[src/rtl/par_periph_ctrl.sv]
module par_periph_ctrl #(
  parameter int ACK_CYCLES = 4,
  parameter logic [7:0] BYTE_REQ = 8'h01
) (
  input  logic       clk,
  input  logic       rst_n,
  input  logic       host_strobe_n,
  input  logic       host_selin,
  input  logic       host_autofd_n,
  input  logic [7:0] bus_in,
  output logic [7:0] bus_out,
  output logic       bus_oe,
  output logic       ack_n,
  output logic       busy,
  output logic       sel,
  output logic       perr,
  output logic       fault_n,
  input  logic       sw_busy,
  input  logic       sw_perr,
  input  logic       sw_fault,
  output logic [7:0] rx_data,
  output logic       rx_valid,
  input  logic       rx_take,
  input  logic [7:0] tx_data,
  input  logic       tx_load,
  output logic       tx_ready,
  output logic       byte_mode
);
  localparam int CW = $clog2(ACK_CYCLES + 1);
  localparam logic [CW-1:0] ACK_LOAD = CW'(ACK_CYCLES);

  typedef enum logic [2:0] {
    ST_FWD, ST_NEG_CLK, ST_NEG_REL, ST_REV_IDLE, ST_REV_SETUP, ST_REV_CLK, ST_REV_HOLD
  } state_t;

  state_t state;
  logic [2:0] stb_q;
  logic [1:0] sel_q, afd_q;
  logic [CW-1:0] ack_cnt;
  logic rx_full, tx_full, xflag;
  logic [7:0] rx_byte, tx_byte, req;

  wire stb_s    = stb_q[1];
  wire stb_fall = stb_q[2] & ~stb_q[1];
  wire sel_s    = sel_q[1];
  wire afd_s    = afd_q[1];
  wire ack_busy = (ack_cnt != '0);

  assign busy      = sw_busy | rx_full | ack_busy;
  assign rx_data   = rx_byte;
  assign rx_valid  = rx_full;
  assign tx_ready  = ~tx_full;
  assign bus_out   = tx_byte;
  assign bus_oe    = (state == ST_REV_SETUP) || (state == ST_REV_CLK) || (state == ST_REV_HOLD);
  assign byte_mode = (state == ST_REV_IDLE) || bus_oe;
  assign sel       = xflag;
  assign perr      = sw_perr;
  assign fault_n   = ~sw_fault;

  always_comb begin
    case (state)
      ST_FWD:                          ack_n = ~ack_busy;
      ST_NEG_CLK, ST_NEG_REL, ST_REV_CLK: ack_n = 1'b0;
      default:                         ack_n = 1'b1;
    endcase
  end

  always_ff @(posedge clk or negedge rst_n) begin
    if (!rst_n) begin
      stb_q   <= 3'b111;
      sel_q   <= 2'b00;
      afd_q   <= 2'b11;
      state   <= ST_FWD;
      ack_cnt <= '0;
      rx_full <= 1'b0;
      rx_byte <= '0;
      tx_full <= 1'b0;
      tx_byte <= '0;
      req     <= '0;
      xflag   <= 1'b1;
    end else begin
      stb_q <= {stb_q[1:0], host_strobe_n};
      sel_q <= {sel_q[0], host_selin};
      afd_q <= {afd_q[0], host_autofd_n};
      if (ack_busy) ack_cnt <= ack_cnt - 1'b1;
      if (rx_take && rx_full) begin
        rx_full <= 1'b0;
        ack_cnt <= ACK_LOAD;
      end
      if (tx_load && !tx_full) begin
        tx_full <= 1'b1;
        tx_byte <= tx_data;
      end
      case (state)
        ST_FWD:
          if (sel_s && !afd_s && !rx_full && !ack_busy) begin
            state <= ST_NEG_CLK;
            xflag <= 1'b1;
          end else if (stb_fall && !busy) begin
            rx_byte <= bus_in;
            rx_full <= 1'b1;
          end
        ST_NEG_CLK:
          if (!sel_s) state <= ST_FWD;
          else if (stb_fall) begin
            req   <= bus_in;
            state <= ST_NEG_REL;
          end
        ST_NEG_REL:
          if (!sel_s) state <= ST_FWD;
          else if (stb_s && afd_s) begin
            xflag <= (req == BYTE_REQ);
            state <= (req == BYTE_REQ) ? ST_REV_IDLE : ST_FWD;
          end
        ST_REV_IDLE:
          if (!sel_s) state <= ST_FWD;
          else if (tx_full && !afd_s) state <= ST_REV_SETUP;
        ST_REV_SETUP:
          state <= sel_s ? ST_REV_CLK : ST_FWD;
        ST_REV_CLK:
          if (!sel_s) state <= ST_FWD;
          else if (afd_s) state <= ST_REV_HOLD;
        ST_REV_HOLD:
          if (!sel_s) state <= ST_FWD;
          else if (stb_fall) begin
            tx_full <= 1'b0;
            state   <= ST_REV_IDLE;
          end
        default: state <= ST_FWD;
      endcase
    end
  end

  assert_latch_hold_R3: assert property (@(posedge clk) disable iff (!rst_n)
    (rx_full && !rx_take) |=> (rx_full && $stable(rx_byte)));

  assert_ack_after_take_R4: assert property (@(posedge clk) disable iff (!rst_n)
    (rx_full && rx_take) |=> (!ack_n && !rx_full));

  assert_latch_only_fwd_R2: assert property (@(posedge clk) disable iff (!rst_n)
    $rose(rx_full) |-> ($past(state) == ST_FWD));

  assert_oe_has_byte_R9: assert property (@(posedge clk) disable iff (!rst_n)
    bus_oe |-> tx_full);

  assert_req_capture_R6: assert property (@(posedge clk) disable iff (!rst_n)
    (state == ST_NEG_CLK && sel_s && stb_fall) |=> (req == $past(bus_in)));

  assert_grant_flag_R6: assert property (@(posedge clk) disable iff (!rst_n)
    $rose(byte_mode) |-> (sel && ack_n));

  assert_reject_flag_R7: assert property (@(posedge clk) disable iff (!rst_n)
    (state == ST_NEG_REL && sel_s && stb_s && afd_s && req != BYTE_REQ) |=> (!sel && !byte_mode));
endmodule

[config.mk]
export PLATFORM = sky130hd
export DESIGN_NAME = par_periph_ctrl
export DESIGN_NICKNAME = d
export VERILOG_FILES = /design/src/rtl/par_periph_ctrl.sv
export SDC_FILE = /design/constraint.sdc
export NUM_CORES = 1
export LEC_CHECK = 0
export ABC_AREA = 1
export BUFFER_PORTS_ARGS = -buffer_cell sky130_fd_sc_hd__buf_2
export CAP_MARGIN = 25
export CORE_MARGIN = 1
export CORE_UTILIZATION = 46
export DETAILED_ROUTE_END_ITERATION = 12
export PLACE_DENSITY = 0.74
export SETUP_SLACK_MARGIN = 0.05
export SLEW_MARGIN = 40
export SYNTH_ARGS = -nofsm -noshare
export SYNTH_HDL_FRONTEND = slang
export SYNTH_SLANG_ARGS = --single-unit
[constraint.sdc]
create_clock -name clk -period 1.55 [get_ports clk]
set_clock_uncertainty 0.2 [all_clocks]
set_input_delay 0.155 -clock clk [delete_from_list [all_inputs] [get_ports clk]]
set_output_delay 0.155 -clock clk [all_outputs]
set_load 0.1 [all_outputs]
==> metrics.csv <==
stage,metric,value,unit
setup_path,Buf/Inv on CP,4,
global_route,largest net degree at the start of global routing,24,
global_route,GRT Util Overall,0.247,
sta,final count of negative-setup-slack endpoints,24,
floorplanning,core area,0.00377,sq mm
route,Remaining DRCs,0,
final_layout,Nets,322,
floorplanning,Die ar.,0.00431,sq mm
route,WL/cell,15.3,um
setup_path,"delay-heaviest family, CP",flip-flops,
setup_path,critical path endpoint category,output port,
setup_path,Crit path required time,1.19,ns
clock_network,clk sinks,40,
hold_path,Hold WC Path Type,in -> reg,
setup_path,CP startpoint kind,flop,
logic_synthesis,Synth Register Bits,40,
sta,final cycle utilization of the critical path,1.17,
clock_network,CTS Buf Count,5,
sta,RSZ-0062 raised after global routing,yes,
setup_path,type of the worst setup path,reg -> out,
status,status,"complete, but fails checks",
final_layout,area of the multi-input gates,0.00104,sq mm
power_and_ir_drop,Peak supply drop,1.80,mV
placement,Placed Cells,301,
final_layout,most frequent cells in the layout,"buf_2, dfrtp_1, nand2_1",
clock_network,clk_lat worst skew,0.29,ns
placement,Placer Congestion,0.893,
logic_synthesis,sequential area share after synthesis,0.541,
logic_synthesis,synthesized area,0.00187,sq mm
sta,final hold vios,0,
setup_path,cell with the most instances on the worst path,inv_2,
final_layout,"commonest non-fill, non-tap cell in the layout",buf_2,
final_layout,"Core Util, Final",0.838,
final_layout,Seq. cell area,0.00101,sq mm
logic_synthesis,synthesized area per cell,9.77,sq um
power_and_ir_drop,Leak,0.00155,uW
power_and_ir_drop,Design Power,6040,uW
final_layout,area added between synthesis and finish,69.5,%
setup_path,Crit-path slowest cell,dfrtp_1,
logic_synthesis,cells after synthesis,191,
logic_synthesis,Post-Syn Nets,219,
route,drt pass-1 iters,4,
setup_path,crit path cell chain,inv_2 -> ha_4 -> inv_2 -> nor2_4 -> inv_2 -> o221ai_4 -> buf_12,
floorplanning,Die X,65.7,um
logic_synthesis,Yosys warnings,0,
sta,Worst slew margin,0.664,
sta,Hold Slack,0.105,ns
logic_synthesis,Unique masters post-synth,27,
setup_path,crit-path max cell delay,0.39,ns
floorplanning,initial core utilization,0.495,
sta,final worst-path setup slack,-0.266,ns
route,Routed WL,5250,um
final_layout,share of cells above drive strength 1,0.610,
sta,setup TNS,-2.22,ns
sta,Slew @ Worst Pin,0.508,ns
sta,fmax,551,MHz
placement,port bufs,48,
clock_network,Clock Tree Root,clkbuf_8,
global_route,initial antenna violation count,0,
route,vias per inst,5.03,
sta,Tmin final,1.82,ns
floorplanning,Cell Rows,22,
final_layout,# fillers,179,
setup_path,critical-path maximum fanout,2,
status,failing checks,setup timing,
final_layout,antenna cells,0,
global_route,gr ovfl total,0,
final_layout,Final Non-Filler Cells,343,
flow_run,max-cap violation count,0,
route,Starting DRT DRC Count,84,
placement,post-DP HPWL,2800,um
global_route,first-pass GRT wire length,7780,um
clock_network,Max clock buf depth,2,
route,via count,1727,
floorplanning,Boundary Pins,51,
floorplanning,Die Ht,65.7,um
setup_path,CP arrival,1.46,ns
global_route,vias in the first global route,1660,
power_and_ir_drop,power per cell area,1910,mW/mm^2
route,Post-DRT Antenna Nets,0,
clock_network,CTS tree,yes,
clock_network,clock-pin transition on the worst setup and hold timing paths,0.08,ns
clock_network,htree depth,2,
sta,fin. max-slew vios,0,
tightest hold or removal path: cells and delay by family:
family / cells / cell delay (ns)
simple gates: 4 / 0.25
buf+inv: 1 / 0.10
compound gates: 1 / 0.05
through the flow:
| step | cell area [sq um] | setup WS (ns) |
|---|---|---|
| after detailed placement | 2480 | -0.0866 |
| after CTS | 2990 | -0.240 |
| after global routing | 3160 | -0.324 |
| final | 3160 | -0.266 |
| after floorplan | 2010 | -0.270 |
| after global placement | 2480 | -0.0551 |
power by group:
part / total [uW] / switching (uW) / internal, uW
clock network: 733 / 372 / 360
logic: 3630 / 2400 / 1230
registers: 1680 / 298 / 1380
total: 6040 / 3070 / 2970
routing by layer:
layer / vias to the layer above / routed length [um] / GRT usage
met5: - / 0 / 0
met4: 0 / 104 / 0.101
met3: 10 / 171 / 0.0556
met2: 49 / 2790 / 0.409
met1: 852 / 2190 / 0.309
li1: 816 / - / -
cell families (layout without fill, tap and decap cells):
kind of cell	count (synthesis)	count (layout)	synth area share
and+or+nand+nor	81	82	0.201
DFF	40	40	0.541
buffers and inverters	33	136	0.0832
AOI/OAI and AO/OA	27	27	0.114
muxes	8	8	0.0483
adders and majority gates	2	2	0.0134
path summary, 6_finish.rpt:
check | startpoint | end | slack [ns] | depth (start not counted)
worst min-delay path | sw_busy | rx_data[2]$_DFFE_PN0P_ | 0.10 | 6
worst max-delay path | ack_cnt[0]$_DFFE_PN0P_ | ack_n | -0.27 | 7
worst min register to register | sel_q[0]$_DFF_PN0_ | sel_q[1]$_DFF_PN0_ | 0.16 | 0
min in group asynchronous | rst_n | ack_cnt[1]$_DFFE_PN0P_ | 0.15 | 2
max in group asynchronous | rst_n | rx_data[3]$_DFFE_PN0P_ | 0.48 | 3
worst max register to register | ack_cnt[0]$_DFFE_PN0P_ | rx_data[0]$_DFFE_PN0P_ | -0.15 | 10
state kept, by name, summed over array words and instances (netlist names), 2 cells and up:
signal	count
ack_cnt	3
afd_q	2
bus_out	8
req	8
rx_data	8
sel_q	2
state	3
stb_q	3
synth_stat cells, drive strengths merged:
| master | number | area, sq um |
|---|---|---|
| a21oi | 4 | 23.8 |
| a22oi | 1 | 7.51 |
| buf | 4 | 41.3 |
| clkinv | 1 | 8.76 |
| dfrtp | 34 | 851 |
| dfstp | 6 | 158 |
| ha | 2 | 25.0 |
| inv | 28 | 105 |
| mux2 | 8 | 90.1 |
| nand2 | 45 | 189 |
| nand3 | 14 | 70.1 |
| nand4 | 1 | 12.5 |
| nor2 | 19 | 91.3 |
| nor3 | 1 | 5.00 |
| nor4 | 1 | 6.26 |
| o211ai | 1 | 7.51 |
| o21ai | 19 | 159 |
| o221ai | 1 | 8.76 |
| o22ai | 1 | 6.26 |
timing repair:
item | CTS | global route
endpoints found under the setup margin | 24 | 28
cloned | 1 | 1
pin swaps | 9 | 8
resized for setup | 27 | 36
endpoints found under the hold margin | 51 | 0
hold buffers | 22 | 0
setup buffers | 9 | 5
area by class of cell:
class / count / share of cell area
clock buffer: 6 / 0.0261
sequential: 40 / 0.321
tap: 48 / 0.0190
inverter: 29 / 0.0380
multi-input combinational: 119 / 0.328
clock inverter: 2 / 0.00475
timing repair buffer: 99 / 0.263
(Power assumes the default switching activity.)
